==> src/rtl/uart_mmio_pkg.sv <==
package uart_mmio_pkg;
  localparam int OVS       = 16;
  localparam int FRAME_MAX = 11;

  typedef enum logic [1:0] {
    REG_DATA = 2'd0,
    REG_STAT = 2'd1,
    REG_CTRL = 2'd2,
    REG_NONE = 2'd3
  } reg_sel_e;

  typedef struct packed {
    logic par_odd;
    logic par_en;
    logic eight;
  } line_cfg_t;

  // Parity bit that makes the total count of ones even (odd=0) or odd (odd=1).
  function automatic logic parity_of(input logic [7:0] d, input logic eight, input logic odd);
    logic [7:0] m;
    m = eight ? d : {1'b0, d[6:0]};
    return (^m) ^ odd;
  endfunction

  function automatic logic [3:0] frame_len(input line_cfg_t c);
    return 4'd9 + {3'b000, c.eight} + {3'b000, c.par_en};
  endfunction

  // Frame bits in send order, element 0 first; unused tail stays at 1.
  function automatic logic [FRAME_MAX-1:0] build_frame(input logic [7:0] d, input line_cfg_t c);
    logic [FRAME_MAX-1:0] f;
    int pos;
    f = '1;
    f[0] = 1'b0;
    for (int i = 0; i < 8; i++) begin
      if (i < 7 || c.eight) f[1+i] = d[i];
    end
    pos = c.eight ? 9 : 8;
    if (c.par_en) f[pos] = parity_of(d, c.eight, c.par_odd);
    return f;
  endfunction
endpackage

==> src/rtl/uart_tick_gen.sv <==
module uart_tick_gen #(
  parameter int CLK_DIV = 27
) (
  input  logic clk,
  input  logic rst_n,
  output logic tick
);
  generate
    if (CLK_DIV <= 1) begin : g_every
      assign tick = 1'b1;
    end else begin : g_count
      localparam int CW = $clog2(CLK_DIV);
      logic [CW-1:0] cnt;
      assign tick = (cnt == CW'(CLK_DIV - 1));
      always_ff @(posedge clk or negedge rst_n) begin
        if (!rst_n)    cnt <= '0;
        else if (tick) cnt <= '0;
        else           cnt <= cnt + 1'b1;
      end
    end
  endgenerate
endmodule

==> src/rtl/uart_tx_engine.sv <==
module uart_tx_engine
  import uart_mmio_pkg::*;
(
  input  logic                 clk,
  input  logic                 rst_n,
  input  logic                 tick,
  input  logic                 load,
  input  logic [FRAME_MAX-1:0] frame,
  input  logic [3:0]           len,
  output logic                 busy,
  output logic                 line
);
  localparam int SW = $clog2(OVS);

  logic [FRAME_MAX-1:0] sh;
  logic [3:0]           bits_left;
  logic [SW-1:0]        sub;

  always_ff @(posedge clk or negedge rst_n) begin
    if (!rst_n) begin
      busy      <= 1'b0;
      sh        <= '1;
      bits_left <= '0;
      sub       <= '0;
    end else if (load && !busy) begin
      busy      <= 1'b1;
      sh        <= frame;
      bits_left <= len;
      sub       <= '0;
    end else if (busy && tick) begin
      if (sub == SW'(OVS - 1)) begin
        sub       <= '0;
        sh        <= {1'b1, sh[FRAME_MAX-1:1]};
        bits_left <= bits_left - 1'b1;
        if (bits_left == 4'd1) busy <= 1'b0;
      end else begin
        sub <= sub + 1'b1;
      end
    end
  end

  assign line = busy ? sh[0] : 1'b1;
endmodule

==> src/rtl/uart_rx_engine.sv <==
module uart_rx_engine
  import uart_mmio_pkg::*;
(
  input  logic      clk,
  input  logic      rst_n,
  input  logic      tick,
  input  logic      line_in,
  input  line_cfg_t cfg,
  output logic      done,
  output logic [7:0] data,
  output logic      par_err,
  output logic      frm_err
);
  localparam int SW   = $clog2(OVS);
  localparam int HALF = OVS / 2;

  typedef enum logic [2:0] {S_IDLE, S_START, S_DATA, S_PAR, S_STOP} rx_state_e;

  rx_state_e   st;
  logic [1:0]  sync;
  logic        rx_s;
  logic        prev;
  logic [SW-1:0] cnt;
  logic [2:0]  idx;
  logic [7:0]  shreg;
  logic        par_bit;
  logic [2:0]  last_idx;
  logic        at_centre;

  assign rx_s      = sync[1];
  assign last_idx  = cfg.eight ? 3'd7 : 3'd6;
  assign at_centre = (cnt == SW'(OVS - 1));

  always_ff @(posedge clk or negedge rst_n) begin
    if (!rst_n) sync <= 2'b11;
    else        sync <= {sync[0], line_in};
  end

  always_ff @(posedge clk or negedge rst_n) begin
    if (!rst_n) begin
      st      <= S_IDLE;
      prev    <= 1'b1;
      cnt     <= '0;
      idx     <= '0;
      shreg   <= '0;
      par_bit <= 1'b0;
      done    <= 1'b0;
      data    <= '0;
      par_err <= 1'b0;
      frm_err <= 1'b0;
    end else begin
      done <= 1'b0;
      if (tick) begin
        prev <= rx_s;
        case (st)
          S_IDLE: begin
            if (prev && !rx_s) begin
              st  <= S_START;
              cnt <= '0;
            end
          end
          S_START: begin
            if (cnt == SW'(HALF - 2)) begin
              cnt   <= '0;
              idx   <= '0;
              shreg <= '0;
              st    <= rx_s ? S_IDLE : S_DATA;
            end else cnt <= cnt + 1'b1;
          end
          S_DATA: begin
            if (at_centre) begin
              cnt        <= '0;
              shreg[idx] <= rx_s;
              if (idx == last_idx) st <= cfg.par_en ? S_PAR : S_STOP;
              else                 idx <= idx + 1'b1;
            end else cnt <= cnt + 1'b1;
          end
          S_PAR: begin
            if (at_centre) begin
              cnt     <= '0;
              par_bit <= rx_s;
              st      <= S_STOP;
            end else cnt <= cnt + 1'b1;
          end
          S_STOP: begin
            if (at_centre) begin
              cnt     <= '0;
              done    <= 1'b1;
              data    <= shreg;
              par_err <= cfg.par_en && (par_bit != parity_of(shreg, cfg.eight, cfg.par_odd));
              frm_err <= !rx_s;
              st      <= S_IDLE;
            end else cnt <= cnt + 1'b1;
          end
          default: st <= S_IDLE;
        endcase
      end
    end
  end
endmodule

==> src/rtl/uart_mmio.sv <==
module uart_mmio
  import uart_mmio_pkg::*;
#(
  parameter int CLK_DIV = 27
) (
  input  logic       clk,
  input  logic       rst_n,
  input  logic [1:0] reg_addr,
  input  logic       reg_wr,
  input  logic       reg_rd,
  input  logic [7:0] reg_wdata,
  output logic [7:0] reg_rdata,
  input  logic       ser_in,
  output logic       ser_out
);
  logic      tick;
  line_cfg_t cfg;
  logic      tx_busy;
  logic      tx_accept;
  logic      rd_rx;
  logic      rx_done;
  logic [7:0] rx_data;
  logic      rx_perr;
  logic      rx_ferr;
  logic [7:0] rx_hold;
  logic      rx_avail;
  logic      perr_flag;
  logic      ferr_flag;
  logic      ovr_flag;

  assign tx_accept = reg_wr && (reg_addr == REG_DATA) && !tx_busy;
  assign rd_rx     = reg_rd && (reg_addr == REG_DATA);

  uart_tick_gen #(.CLK_DIV(CLK_DIV)) u_tick (
    .clk(clk), .rst_n(rst_n), .tick(tick)
  );

  uart_tx_engine u_tx (
    .clk(clk), .rst_n(rst_n), .tick(tick), .load(tx_accept),
    .frame(build_frame(reg_wdata, cfg)), .len(frame_len(cfg)),
    .busy(tx_busy), .line(ser_out)
  );

  uart_rx_engine u_rx (
    .clk(clk), .rst_n(rst_n), .tick(tick), .line_in(ser_in), .cfg(cfg),
    .done(rx_done), .data(rx_data), .par_err(rx_perr), .frm_err(rx_ferr)
  );

  always_ff @(posedge clk or negedge rst_n) begin
    if (!rst_n) cfg <= 3'b001;
    else if (reg_wr && reg_addr == REG_CTRL) cfg <= reg_wdata[2:0];
  end

  always_ff @(posedge clk or negedge rst_n) begin
    if (!rst_n) begin
      rx_hold   <= '0;
      rx_avail  <= 1'b0;
      perr_flag <= 1'b0;
      ferr_flag <= 1'b0;
      ovr_flag  <= 1'b0;
    end else if (rx_done) begin
      rx_hold   <= rx_data;
      rx_avail  <= 1'b1;
      perr_flag <= (perr_flag && !rd_rx) || rx_perr;
      ferr_flag <= (ferr_flag && !rd_rx) || rx_ferr;
      ovr_flag  <= (ovr_flag && !rd_rx) || (rx_avail && !rd_rx);
    end else if (rd_rx) begin
      rx_avail  <= 1'b0;
      perr_flag <= 1'b0;
      ferr_flag <= 1'b0;
      ovr_flag  <= 1'b0;
    end
  end

  always_comb begin
    reg_rdata = '0;
    if (reg_rd) begin
      case (reg_sel_e'(reg_addr))
        REG_DATA: reg_rdata = rx_hold;
        REG_STAT: reg_rdata = {3'b000, ovr_flag, ferr_flag, perr_flag, tx_busy, rx_avail};
        REG_CTRL: reg_rdata = {5'b00000, cfg};
        default:  reg_rdata = '0;
      endcase
    end
  end
endmodule

==> config.mk <==
export PLATFORM = sky130hd
export DESIGN_NAME = uart_mmio
export DESIGN_NICKNAME = d
export VERILOG_FILES = /design/src/rtl/uart_mmio_pkg.sv /design/src/rtl/uart_tick_gen.sv /design/src/rtl/uart_tx_engine.sv /design/src/rtl/uart_rx_engine.sv /design/src/rtl/uart_mmio.sv
export SDC_FILE = /design/constraint.sdc
export NUM_CORES = 1
export LEC_CHECK = 0
export ABC_AREA = 1
export BUFFER_PORTS_ARGS = -buffer_cell sky130_fd_sc_hd__buf_4
export CORE_AREA = 2 2 114 88
export DETAILED_ROUTE_END_ITERATION = 12
export DIE_AREA = 0 0 116 90
export HOLD_SLACK_MARGIN = 0.15
export REMOVE_ABC_BUFFERS = 1
export SKIP_LAST_GASP = 1
export SLEW_MARGIN = 25
export SYNTH_ARGS = -nofsm -noshare
export SYNTH_HDL_FRONTEND = slang
export SYNTH_SLANG_ARGS = --single-unit
==> constraint.sdc <==
create_clock -name clk -period 4.9 [get_ports clk]
set_input_delay 0.98 -clock clk [delete_from_list [all_inputs] [get_ports clk]]
set_output_delay 0.98 -clock clk [all_outputs]
set_load 0.1 [all_outputs]
=== Word-level counts from Yosys, hierarchy flattened ===
Index checks and enable logic that the tools add are counted.

* Muxes and demuxes: 57
* Reduce and logical (&&, ||, !) cells: 39
* Order comparisons: 4
* $add $sub $neg: 7
* Bitwise gates (word level): 2
* Equal/unequal tests: 20

{| class="wikitable"
|+ Operator list
! operator !! number
|-
| 11-bit two-way mux || 4
|-
| 8-bit two-way mux || 5
|-
| 4-bit two-way mux || 9
|-
| 3-bit two-way mux || 10
|-
| 8-bit case mux with 3 select lines || 1
|-
| 1-bit two-way mux || 18
|-
| 8-bit case mux with 2 select lines || 1
|-
| 8-bit parity || 2
|-
| 3-bit case mux with 5 select lines || 1
|-
| 1-bit logical AND || 14
|-
| 2-bit by 1-bit inequality test with 1-bit output, second input constant || 6
|-
| 4-bit case mux with 3 select lines || 1
|-
| 3-bit AND reduction || 4
|-
| 11-bit bitwise mux || 1
|-
| 2-bit nonzero test || 5
|-
| 4-bit by 1-bit adder with 4-bit output, second input constant || 2
|-
| 8-bit bitwise mux || 1
|-
| 4-bit equality test, second input constant || 2
|-
| 7-bit AND reduction || 1
|-
| 3-bit by 2-bit equality test with 1-bit output, second input constant || 2
|-
| 3-bit case mux with 2 select lines || 1
|-
| 5-bit by 1-bit adder with 5-bit output, second input constant || 1
|-
| 5-bit equality test, second input constant || 1
|-
| 4-bit by 5-bit < comparator with 1-bit output, second input constant || 1
|-
| other kinds (30) || 35
|}

* Register bits: 73
* Output and inout bits: 9
* Bits of input ports: 15

=== Logic depth before layout (Yosys ltp) ===
Gate-level depths: netlist of run 1.

* Depth in word-level cells: 8
* Mapped depth: 13
* Mapped depth without buffers: 13

=== By module ===
Synthesis of run 1 repeated with hierarchy kept, for this count alone.

* Cells, all modules: 555
* Area, all modules: 4,106.4 sq um

{| class="wikitable"
|+ Modules (own cells, without submodules)
! module !! area an instance (sq um) !! times used !! cells an instance !! sequential area each (sq um)
|-
| uart_rx_engine || 1,803.0 || 1 || 237 || 829.5
|-
| uart_tx_engine || 1,126.1 || 1 || 156 || 514.2
|-
| uart_mmio || 932.1 || 1 || 133 || 376.6
|-
| uart_tick_gen || 245.2 || 1 || 29 || 125.1
|}

=== Worst setup path before layout of run 1 ===
OpenSTA, ideal clock, no wires.

* Kind: input port to output port
* From: in reg_addr[1]
* To: out reg_rdata[3]
* Buffers on the path: 0
* Required time: 3.920 ns
* Setup slack: 0.257 ns
* Stages: 5
* Arrival time: 3.663 ns
* Cell sequence: nor2_1 inv_1 nor2_1 clkinv_1 o21ai_0

* Cells in the longest elaborated chain, start to end: 3

{| class="wikitable"
|+ RTL lines
! element !! line !! source
|-
| from (decl) || uart_mmio.sv:8 || <nowiki>input logic [1:0] reg_addr,</nowiki>
|-
| 2-bit equality test, or another cell as far along || uart_mmio.sv:78 || <nowiki>case (reg_sel_e'(reg_addr))</nowiki>
|-
| 8-bit case mux with 3 select lines * || uart_mmio.sv:78 ||
|-
| 8-bit two-way mux * || uart_mmio.sv:77 || <nowiki>if (reg_rd) begin</nowiki>
|-
| to (decl) || uart_mmio.sv:12 || <nowiki>output logic [7:0] reg_rdata,</nowiki>
|}

Every way passes the cells marked *; elsewhere a longest branch is shown, timed or not.

=== Final worst setup path of run 1 ===
Ends and elaborated chain as after synthesis.

==> results of run 1 <==
power by group:
part / internal [uW] / switching, uW
logic: 95.9 / 183
clock network: 462 / 252
registers: 687 / 56.4
kinds of logic (layout without fill, tap and decap cells):
logic type | count (synthesis) | after routing
AND/OR/NAND/NOR | 225 | 225
AO/OA/AOI/OAI | 82 | 82
buffers and inverters | 77 | 107
flip-flops | 72 | 72
adder cells (fa/ha/maj) | 9 | 9
XOR/XNOR | 9 | 9
multiplexers | 1 | 1
sequential cells by signal, summed over array words and instances (netlist names), 4 cells and up:
signal	count
u_tx.sh	10
u_rx.shreg	8
u_rx.cnt	4
rx_hold	8
u_tick.g_count.cnt	5
u_tx.sub	4
u_tx.bits_left	4
u_rx.data	8
synth_stat cells (all sizes together):
cell	number	area share, %
nand2	143	15
dfstp	14	9.6
clkbuf	4	0.39
o21ai	49	6.5
mux2i	1	0.26
o211ai	7	1.4
a31oi	3	0.49
or2	3	0.49
nand3b	2	0.39
o22ai	5	0.82
a21oi	11	1.4
dfrtp	58	38
xnor2	6	1.4
inv	64	6.4
xor2	3	0.69
a21boi	2	0.39
nand4	3	0.49
a22o	3	0.69
a211oi	1	0.33
and3	1	0.16
clkinv	3	0.33
buf	6	1.2
nand3	32	4.6
o2111ai	1	0.39
ha	9	3.0
nor3	11	2.2
nor2	30	3.5
stage by stage:
step           hold WS, ns  util, %  area [um^2]  total power, uW  cells
6_report             0.357     47.2         4430             1740    637
5_1_grt              0.363     47.2         4430             1830    637
4_1_cts              0.360     47.2         4430             1760    637
3_5_place_dp         0.352     43.7         4100             1030    621
3_3_place_gp         0.346     43.7         4100             1030    621
2_1_floorplan        0.345        -         3750              947    465
critical path, stage by stage:
cell	delay, ns
buf_4	0.13
nor2_1	0.22
inv_1	0.12
nor2_1	0.12
clkinv_1	0.23
o21ai_0	0.25
buf_4	0.32
per-layer routing:
| layer | GRT usage, % | vias up | share of wire [%] |
|---|---|---|---|
| li1 | - | 1580 | - |
| met1 | 22.7 | 1410 | 51 |
| met2 | 23.4 | 51 | 44 |
| met3 | 4.72 | 9 | 3.9 |
| met4 | 4.46 | 0 | 1.1 |
| met5 | 0 | - | 0 |
path summary, 6_finish.rpt:
path	start	to	slack (ns)	cells past startpoint
setup / recovery	reg_addr[1]	reg_rdata[3]	1.55	7
hold / removal	u_rx.sync[0]	u_rx.sync[1]	0.36	0
setup reg to reg	u_tick.g_count.cnt[0]	u_tx.sub[0]	2.61	9
hold reg to reg	u_rx.sync[0]	u_rx.sync[1]	0.36	0
max in group asynchronous	rst_n	u_rx.idx[0]	3.54	1
min in group asynchronous	rst_n	cfg[1]	0.79	1
final cells by class:
type                            instances  share of cell area [%]
Clock buffer                           10                    5.40
Sequential cell                        72                    41.1
Inverter                               67                    5.76
Clock inverter                          6                    2.03
Timing Repair Buffer                   24                    4.07
Multi-Input combinational cell        326                    37.9
Tap cell                              132                    3.73
==> metrics.md, run 1 <==
| Metric | Value |
|---|---|
| Fillers | `916` |
| Slew @ Worst Pin | `0.894 ns` |
| I/O pin count | `24` |
| Register area share after synthesis | `47.7%` |
| Xor and xnor area share after synthesis | `2.07%` |
| Final setup margin | `1.55 ns` |
| DRT iter0 DRCs | `223` |
| DRC violation count after routing | `0` |
| Cell area power density | `392 mW/mm^2` |
| Root Buffer | `clkbuf_16` |
| Period Utilization, post-route | `68.5%` |
| Core box area | `0.00939 mm^2` |
| Vias in the first global route | `2856` |
| Hold Buf Count CTS | `0` |
| Period minus WS final | `3.35 ns` |
| TritonCTS sink count | `72` |
| Initial antenna violation count | `0` |
| Worst-path maximum fanout | `9` |
| Fin nets | `524` |
| Syn. warnings | `0` |
| Commonest non-fill, non-tap cell in the layout | `nand2_1` |
| Complex-gate fraction of the synthesized area | `12.5%` |
| P_leak | `0.00214 uW` |
| Crit path required time | `3.92 ns` |
| Adder-cell share of the synthesized area | `2.95%` |
| Die W | `116 um` |
| Multi-input gate area | `0.00168 mm^2` |
| Max_slew headroom | `40.4%` |
| Sequential Area | `0.00182 mm^2` |
| Most frequent cells in the layout | `nand2_1 (138), inv_1 (60), dfrtp_1 (58)` |
| DIE AREA | `0.0104 mm^2` |
| Remaining global-route overflow | `0` |
| CP startpoint kind | `primary input` |
| RSZ-0062 raised after global routing | `false` |
| Status | `finished clean` |
| CTS tree | `done` |
| Crit. End Element | `output pin` |
| # rows | `31` |
| Total routed wirelength | `7560 um` |
| Worst Hold Class | `reg2reg` |
| Pre-CTS setup slack | `1.52 ns` |
| Total track usage | `15.9%` |
| CTS-repair resized insts | `0` |
| Clk buf depth | `2` |
| Clock transition at path regs | `0.05 ns` |
| Number of vias per cell | `4.79` |
| Layout cell share with drive strength beyond 1 | `15.8%` |
| Max IR drop VDD | `0.159 mV` |
| Cell Area, Synth | `0.00381 mm^2` |
| Later-pin clock latency in the skew report | `0.33 ns` |
| Slew Viols, Final | `0` |
| H-tree levels | `3` |
| Post-CTS Setup Inserts | `0` |
| DR WL/cell | `11.9 um` |
| Max Fclk | `0.298 GHz` |
| Post-synthesis mux area share | `0.262%` |
| Synth Area in Simple Gates | `26.3%` |
| Setup CP Type | `in2out` |
| Initial Utilization | `40.6%` |
| Antenna cell count | `0` |
| Maxcap violations | `0` |
| GP Congestion | `0.797` |
| Die Ht | `90 um` |
| Setup-failing EPs final | `0` |
| Syn avg cell area | `8.03 um^2` |
| Pin count of the biggest net entering global routing | `73` |
| #FFs+latches synth | `72` |
| Num CTS Buffers | `9` |
| Pre-antenna DRT Iters | `4` |
| Antenna Nets Post-Route | `0` |
| Final Hold Vio Count | `0` |
| Via Count | `3050` |
| Area Overhead vs Synth | `16.1%` |
| Cell count after synthesis | `475` |
| First-pass GRT wire length | `13200 um` |
| Worst Clk Skew | `0.00764 ns` |
| Setup TNS | `0 ns` |
| Crit path DAT | `2.37 ns` |
| Unique masters post-synth | `41` |
| Combinational family with the most area after synthesis | `simple AND/OR/NAND/NOR gates` |
| Dpl hpwl | `5410 um` |
| I/O Buffers | `23` |
Note: power is estimated with default switching activity, not from simulation.
==> run 2: changes to the inputs <==
--- a/config.mk
+++ b/config.mk
@@ -5,11 +5,11 @@
 export SDC_FILE = /design/constraint.sdc
 export NUM_CORES = 1
 export LEC_CHECK = 0
-export ABC_AREA = 1
+export ABC_AREA = 0
 export BUFFER_PORTS_ARGS = -buffer_cell sky130_fd_sc_hd__buf_4
-export CORE_AREA = 2 2 114 88
+export CORE_AREA = 2 2 112 87
 export DETAILED_ROUTE_END_ITERATION = 12
-export DIE_AREA = 0 0 116 90
+export DIE_AREA = 0 0 114 89
 export HOLD_SLACK_MARGIN = 0.15
 export REMOVE_ABC_BUFFERS = 1
 export SKIP_LAST_GASP = 1
==> constraint.sdc (replaced) <==
create_clock -name clk -period 3.1 [get_ports clk]
set_input_delay 0.62 -clock clk [delete_from_list [all_inputs] [get_ports clk]]
set_output_delay 0.62 -clock clk [all_outputs]
set_load 0.1 [all_outputs]
==> run 2 against run 1 <==
Register-to-register slack lost 1.6 ns. Synthesized cell count shrank 25%. Cell area shrank 4.2%. Clock power grew 44%. Critical path depth shrank 2. Setup slack lost 0.71 ns. Clock skew shrank 0.0047 ns. Die area shrank 2.8%. Sequential share of layout area grew 1.8 points. Sequential power grew 32%. Worst hold slack lost 0.0016 ns. First-iteration DRC count grew 15%. Critical endpoint is now reg_rdata[5]. Highest routed layer unchanged.
==> metrics.md, run 2 <==
| Metric | Value |
|---|---|
| Num CTS Buffers | `9 (unchanged)` |
| Synth top area cells | `dfrtp_1 (39%), dfstp_2 (9.9%), mux2_2 (6.1%)` |
| Cell count after synthesis | `358 (-25%)` |
| Commonest cells in the synthesized netlist | `dfrtp_1 (58), nand2_1 (48), nor2_1 (25)` |
| Number of vias per cell | `5.28 (+10%)` |
| Initial Utilization | `41.5% (+0.88 points)` |
| Total track usage | `15.7% (-0.14 points)` |
| Setup CP Type | `in2out` |
| Fin nets | `401 (-23%)` |
| Cell with the most instances after synthesis | `dfrtp_1` |
| Clock transition at path regs | `0.05 ns (about the same)` |
| TritonCTS sink count | `72 (unchanged)` |
| Power consumption | `2150 uW (+24%)` |
| Period Utilization, post-route | `73.2%` |
| Fin cells | `494 (-22%)` |
| Register area share after synthesis | `49.0% (+1.4 points)` |
| Remaining global-route overflow | `0 (unchanged)` |
| Status | `finished clean` |
| Slew @ Worst Pin | `0.909 ns (+0.0144 ns)` |
| CTS-repair resized insts | `0 (unchanged)` |
| Worst r2r src | `u_rx.st[0]` |
| Total routed wirelength | `7180 um (-5.0%)` |
| Sw Ratio | `22.8% (-5.5 points)` |
| Post-synth top area cell | `dfrtp_1` |
| RSZ-0062 raised after global routing | `false` |
| Final Hold Vio Count | `0 (unchanged)` |
| Vias in the first global route | `2470 (-14%)` |
| Power share of the combinational group | `6.8% (-9.3 points)` |
| Max IR drop VDD | `0.309 mV (+94%)` |
| Max FFs per register | `10 (unchanged)` |
| H-tree levels | `3 (unchanged)` |
| Clock power frac | `47.6% (+6.5 points)` |
| DIE AREA | `0.0101 mm^2 (-2.8%)` |
| Area Overhead vs Synth | `14.3%` |
| #FFs+latches synth | `72 (unchanged)` |
| Reg2reg setup slack | `1.05 ns (-1.56 ns)` |
| Post-synth EDFFs | `0 (unchanged)` |
| Hold path depth | `0 (unchanged)` |
| Crit path DAT | `1.65 ns (-0.72 ns)` |
| Hold Path Origin | `u_rx.sync[0]` |
| DP Area | `0.00394 mm^2 (-3.8%)` |
| Antenna cell count | `0 (unchanged)` |
| Setup TNS | `0 ns (unchanged)` |
| Placed Cells | `478 (-23%)` |
| Slew Viols, Final | `0 (unchanged)` |
| Worst reg2reg path depth | `5 (-4)` |
| Setup-failing EPs final | `0 (unchanged)` |
| Unique masters post-synth | `61 (+49%)` |
| CP startpoint kind | `primary input` |
| Syn. warnings | `0 (unchanged)` |
| DRT iter0 DRCs | `257 (+15%)` |
| Ys flop type | `dfrtp_1` |
| Max Fclk | `0.441 GHz` |
| Internal power | `1660 uW (+34%)` |
| Die Ht | `89 um (-1.1%)` |
| Worst Hold Class | `reg2reg` |
| Core box area | `0.00893 mm^2 (-4.8%)` |
| P_leak | `0.00189 uW (-12%)` |
| GP Congestion | `0.804 (+0.90%)` |
| Initial antenna violation count | `0 (unchanged)` |
| Pre-CTS setup slack | `0.800 ns (-0.722 ns)` |
| Crit. End Element | `output pin` |
| P_sw | `491 uW (about the same)` |
| Hold Buf Count CTS | `0 (unchanged)` |
| First-pass GRT wire length | `12300 um (-6.9%)` |
| Syn avg cell area | `10.4 um^2 (+29%)` |
| Design Area, Final | `0.00424 mm^2 (-4.2%)` |
| I/O pin count | `24 (unchanged)` |
| Post-CTS Setup Inserts | `0 (unchanged)` |
| Final setup margin | `0.831 ns (-0.714 ns)` |
| Worst-path maximum fanout | `7 (-2)` |
| Cell Area, Synth | `0.00371 mm^2 (-2.8%)` |
| Crit path from | `reg_addr[1]` |
| Clk buf depth | `2 (unchanged)` |
| Async S/R FF share, synth | `100% (unchanged)` |
| Biggest register | `u_tx.sh` |
| Maxcap violations | `0 (unchanged)` |
| Die W | `114 um (-1.7%)` |
| Max_slew headroom | `39.4% (-0.96 points)` |
| I/O Buffers | `23 (unchanged)` |
| Pre-antenna DRT Iters | `4 (unchanged)` |
| Root Buffer | `clkbuf_16` |
| Seq pwr share | `45.6% (+2.8 points)` |
| Layout cell share with drive strength beyond 1 | `22.5% (+6.7 points)` |
| # rows | `30 (-3.2%)` |
| Antenna Nets Post-Route | `0 (unchanged)` |
| Hold EP | `u_rx.sync[1]` |
| DR WL/cell | `14.5 um (+22%)` |
| DRC violation count after routing | `0 (unchanged)` |
| Worst Clk Skew | `0.00295 ns (-0.00468 ns)` |
| Period minus WS final | `2.27 ns` |
| Via Count | `2606 (-15%)` |
| CTS tree | `done` |
| Top-area cell type share of the netlist area | `39.1% (+1.1 points)` |
| Pin count of the biggest net entering global routing | `73 (unchanged)` |
| Cell area power density | `508 mW/mm^2 (+30%)` |
| Crit path required time | `2.48 ns (-1.44 ns)` |
| Later-pin clock latency in the skew report | `0.33 ns (about the same)` |
| Dpl hpwl | `4980 um (-7.9%)` |
| Most frequent cells in the layout | `dfrtp_1 (58), nand2_1 (48), nor2_1 (25), buf_4 (25)` |
| R2R Path End | `u_rx.cnt[0]` |
| Commonest non-fill, non-tap cell in the layout | `dfrtp_1` |
run 2: changes by cell type in the layout (fill, tap and decap cells not counted), moves of 5 or more:
cell      change
a21oi_1       -5
nand2_1      -90
mux2_2       +20
o21ai_0      -19
o211ai_1      -6
mux2i_1       +7
xnor2_1      +14
a31oi_1       +6
inv_1        -46
nand3_1      -11
and2_1        +7
nor3_1        -5
o21ai_1       -6
run 2: cell families (layout without fill, tap and decap cells):
| logic type | after synthesis | in the layout | synth area share, % |
|---|---|---|---|
| and+or+nand+nor | 131 | 131 | 18.2 |
| DFF | 72 | 72 | 49.0 |
| AOI/OAI and AO/OA | 62 | 62 | 11.6 |
| buffers and inverters | 31 | 55 | 3.98 |
| muxes | 28 | 28 | 8.23 |
| xor gates and xnor gates | 25 | 25 | 5.90 |
| adders and majority gates | 9 | 9 | 3.04 |
run 2: final cells by class:
| cell class | instances | area (um^2) |
|---|---|---|
| Inverter | 14 | 52.6 |
| Fill cell | 850 | 4690 |
| Timing Repair Buffer | 25 | 188 |
| Multi-Input combinational cell | 255 | 1740 |
| Clock inverter | 5 | 56.3 |
| Sequential cell | 72 | 1820 |
| Tap cell | 112 | 140 |
| Clock buffer | 11 | 243 |
run 2: metrics by stage:
step                      util [%]  hold WS, ns
after detailed placement      44.1        0.347
after CTS                     47.5        0.355
after global routing          47.5        0.358
after global placement        44.1        0.346
after floorplan                  -        0.324
final                         47.5        0.356
run 2: power groups by stage:
stage | clock, uW | sequential (uW) | combinational (uW)
after floorplan | 0 | 989 | 90.9
after global placement | 0 | 998 | 148
after detailed placement | 0 | 998 | 150
after CTS | 1050 | 981 | 151
after global routing | 1090 | 984 | 164
final | 1030 | 981 | 147
run 2: worst max path at each step:
stage	end	slack, ns
6_report	reg_rdata[5]	0.83
5_1_grt	reg_rdata[6]	0.72
4_1_cts	reg_rdata[5]	0.80
3_5_place_dp	reg_rdata[5]	0.80
3_3_place_gp	reg_rdata[5]	0.83
2_1_floorplan	reg_rdata[3]	0.42
run 2: worst max-delay path: stages:
cell and delay, ns:
buf_4 0.13, nand2b_1 0.18, nor2_1 0.25, and2_1 0.18, buf_4 0.28
run 2: per-layer routing:
layer / wire length [um] / share of wire, % / up-vias / GRT usage (%)
met3: 339 / 4.7 / 9 / 4.61
li1: - / - / 1286 / -
met4: 102 / 1.4 / 0 / 5.65
met5: 0 / 0 / - / 0
met1: 3710 / 52 / 1260 / 23.0
met2: 3030 / 42 / 51 / 22.2
==> run 3: changes to the inputs <==
==> constraint.sdc (replaced) <==
create_clock -name clk -period 1.93 [get_ports clk]
set_input_delay 0.386 -clock clk [delete_from_list [all_inputs] [get_ports clk]]
set_output_delay 0.386 -clock clk [all_outputs]
set_load 0.1 [all_outputs]
==> run 3 against run 2 <==
Die area is the same. Critical path depth down 1. Via count grew 3.0%. Combinational power rose by 66%. Flip-flop and latch count did not move. Total power rose by 55%. Count of clock-buffer cells in the layout fell by 1. Cell area up 5.1%. Largest cell class unchanged. Largest power group is now registers.
==> metrics.md, run 3 (same netlist as run 2, synthesis figures left out) <==
| Metric | Value |
|---|---|
| DRT iter0 DRCs | `267 (+3.9%)` |
| Slew @ Worst Pin | `0.512 ns (-0.396 ns)` |
| Clk buf depth | `2 (unchanged)` |
| Pre-CTS setup slack | `0.00829 ns (-0.792 ns)` |
| First-pass GRT wire length | `13100 um (+6.2%)` |
| I/O pin count | `24 (unchanged)` |
| Crit path required time | `1.54 ns (-0.94 ns)` |
| Antenna Nets Post-Route | `0 (unchanged)` |
| DR WL/cell | `14.9 um (+2.8%)` |
| Worst Clk Skew | `0.00506 ns (+0.00210 ns)` |
| Most frequent cells in the layout | `dfrtp_1 (58), nand2_1 (47), buf_4 (36)` |
| Biggest register | `u_tx.sh` |
| CP startpoint kind | `register` |
| Max Fclk | `0.541 GHz` |
| Crit path cell chain | `nand2_1, o21ai_0, and2_1, buf_8` |
| Design Area, Final | `0.00446 mm^2 (+5.1%)` |
| Setup TNS | `0 ns (unchanged)` |
| Initial Utilization | `41.5% (unchanged)` |
| Total track usage | `16.8% (+1.0 points)` |
| Commonest non-fill, non-tap cell in the layout | `dfrtp_1` |
| Die W | `114 um (unchanged)` |
| Number of vias per cell | `5.24 (-0.63%)` |
| Worst Hold Class | `in2reg` |
| Via Count | `2684 (+3.0%)` |
| Slew Viols, Final | `0 (unchanged)` |
| Util after Layout | `49.9% (+2.4 points)` |
| Worst reg2reg path depth | `8 (+3)` |
| Critical Path Max Stage Delay | `0.62 ns (+0.34 ns)` |
| Cell area power density | `747 mW/mm^2 (+47%)` |
| Max FFs per register | `10 (unchanged)` |
| Worst-path maximum fanout | `7 (unchanged)` |
| RSZ-0062 raised after global routing | `true` |
| Vias in the first global route | `2683 (+8.6%)` |
| Root Buffer | `clkbuf_16` |
| P_leak | `0.00201 uW (+6.5%)` |
| Status | `finished clean` |
| Final Hold Vio Count | `0 (unchanged)` |
| I/O Buffers | `23 (unchanged)` |
| Die Ht | `89 um (unchanged)` |
| Antenna cell count | `0 (unchanged)` |
| Period Utilization, post-route | `95.7%` |
| Reg2reg setup slack | `0.11 ns (-0.94 ns)` |
| H-tree levels | `3 (unchanged)` |
| CTS tree | `done` |
| Worst Setup EP | `reg_rdata[0]` |
| DIE AREA | `0.0101 mm^2 (unchanged)` |
| Max IR drop VDD | `0.398 mV (+29%)` |
| Worst r2r src | `u_tick.g_count.cnt[0]` |
| Setup CP Type | `reg2out` |
| R2R Path End | `u_rx.data[5]` |
| Pre-antenna DRT Iters | `4 (unchanged)` |
| Clock transition at path regs | `0.06 ns (about the same)` |
| Fin nets | `419 (+4.5%)` |
| Maxcap violations | `0 (unchanged)` |
| Crit path DAT | `1.46 ns (-0.19 ns)` |
| Period minus WS final | `1.85 ns` |
| # rows | `30 (unchanged)` |
| Later-pin clock latency in the skew report | `0.33 ns (about the same)` |
| Core box area | `0.00893 mm^2 (unchanged)` |
| Setup-failing EPs final | `0 (unchanged)` |
| Max_slew headroom | `65.8% (+26 points)` |
| Crit path from | `cfg[0]` |
| Num CTS Buffers | `9 (unchanged)` |
| Remaining global-route overflow | `0 (unchanged)` |
| Final setup margin | `0.0821 ns (-0.749 ns)` |
| TritonCTS sink count | `72 (unchanged)` |
| DRC violation count after routing | `0 (unchanged)` |
| DP Area | `0.00407 mm^2 (+3.2%)` |
| GP Congestion | `0.837 (+4.1%)` |
| Area Overhead vs Synth | `20.2%` |
| Slowest cell on the critical path | `dfstp_2` |
| Layout cell share with drive strength beyond 1 | `26.8% (+4.2 points)` |
| Pin count of the biggest net entering global routing | `45 (-38%)` |
| Initial antenna violation count | `0 (unchanged)` |
| Total routed wirelength | `7650 um (+6.6%)` |
| Dpl hpwl | `5420 um (+8.9%)` |
| Crit. End Element | `output pin` |
[run 3: metrics by stage]
stage | total power [uW] | hold WS, ns | instances
after global routing | 3470 | 0.312 | 512
after floorplan | 1730 | 0.0904 | 341
after CTS | 3370 | 0.151 | 509
final | 3330 | 0.311 | 512
after global placement | 1840 | 0.338 | 490
after detailed placement | 1840 | 0.333 | 490
[run 3: per-layer routing]
layer | up-vias | track usage [%] | part of all wire [%]
met2 | 61 | 24.9 | 42
li1 | 1317 | - | -
met3 | 11 | 5.15 | 4.8
met5 | - | 0 | 0
met1 | 1295 | 23.3 | 52
met4 | 0 | 6.21 | 1.3
[run 3: area by class of cell]
class	count	area [um^2]
Fill cell	832	4480
Clock buffer	10	239
Clock inverter	6	35.0
Sequential cell	72	1820
Tap cell	112	140
Timing Repair Buffer	43	385
Inverter	14	52.6
Multi-Input combinational cell	255	1790
[run 3: how the worst min path moves through the flow]
stage               slack, ns  depth (start not counted)    startpoint           end
floorplan                0.09                          0         rst_n        cfg[1]
global placement         0.34                          1         rst_n     perr_flag
detailed placement       0.33                          1         rst_n        cfg[2]
CTS                      0.15                          1        ser_in  u_rx.sync[0]
global route             0.31                          2  reg_wdata[2]        cfg[2]
finish                   0.31                          3  reg_wdata[4]    u_tx.sh[5]
[run 3: where the power goes]
part | leakage, uW | switching (uW) | internal [uW]
registers | 0.000907 | 31.8 | 1540
logic | 0.000965 | 142 | 102
clock network | 0.000136 | 616 | 894
total | 0.00201 | 789 | 2540
[run 3: critical path, delay by kind of cell, from the launching register on]
kind	cells	cell delay [ns]
buf+inv	1	0.20
flops	1	0.62
compound gates	1	0.07
simple gates	2	0.24
[run 3: timing repair]
item / CTS / global route
setup buffers: 2 / 2
hold buffers: 1 / 1
setup endpoints to repair: 1 / 24
pin swaps: 2 / 3
gates resized for setup: 0 / 11
hold endpoints to repair: 19 / 1
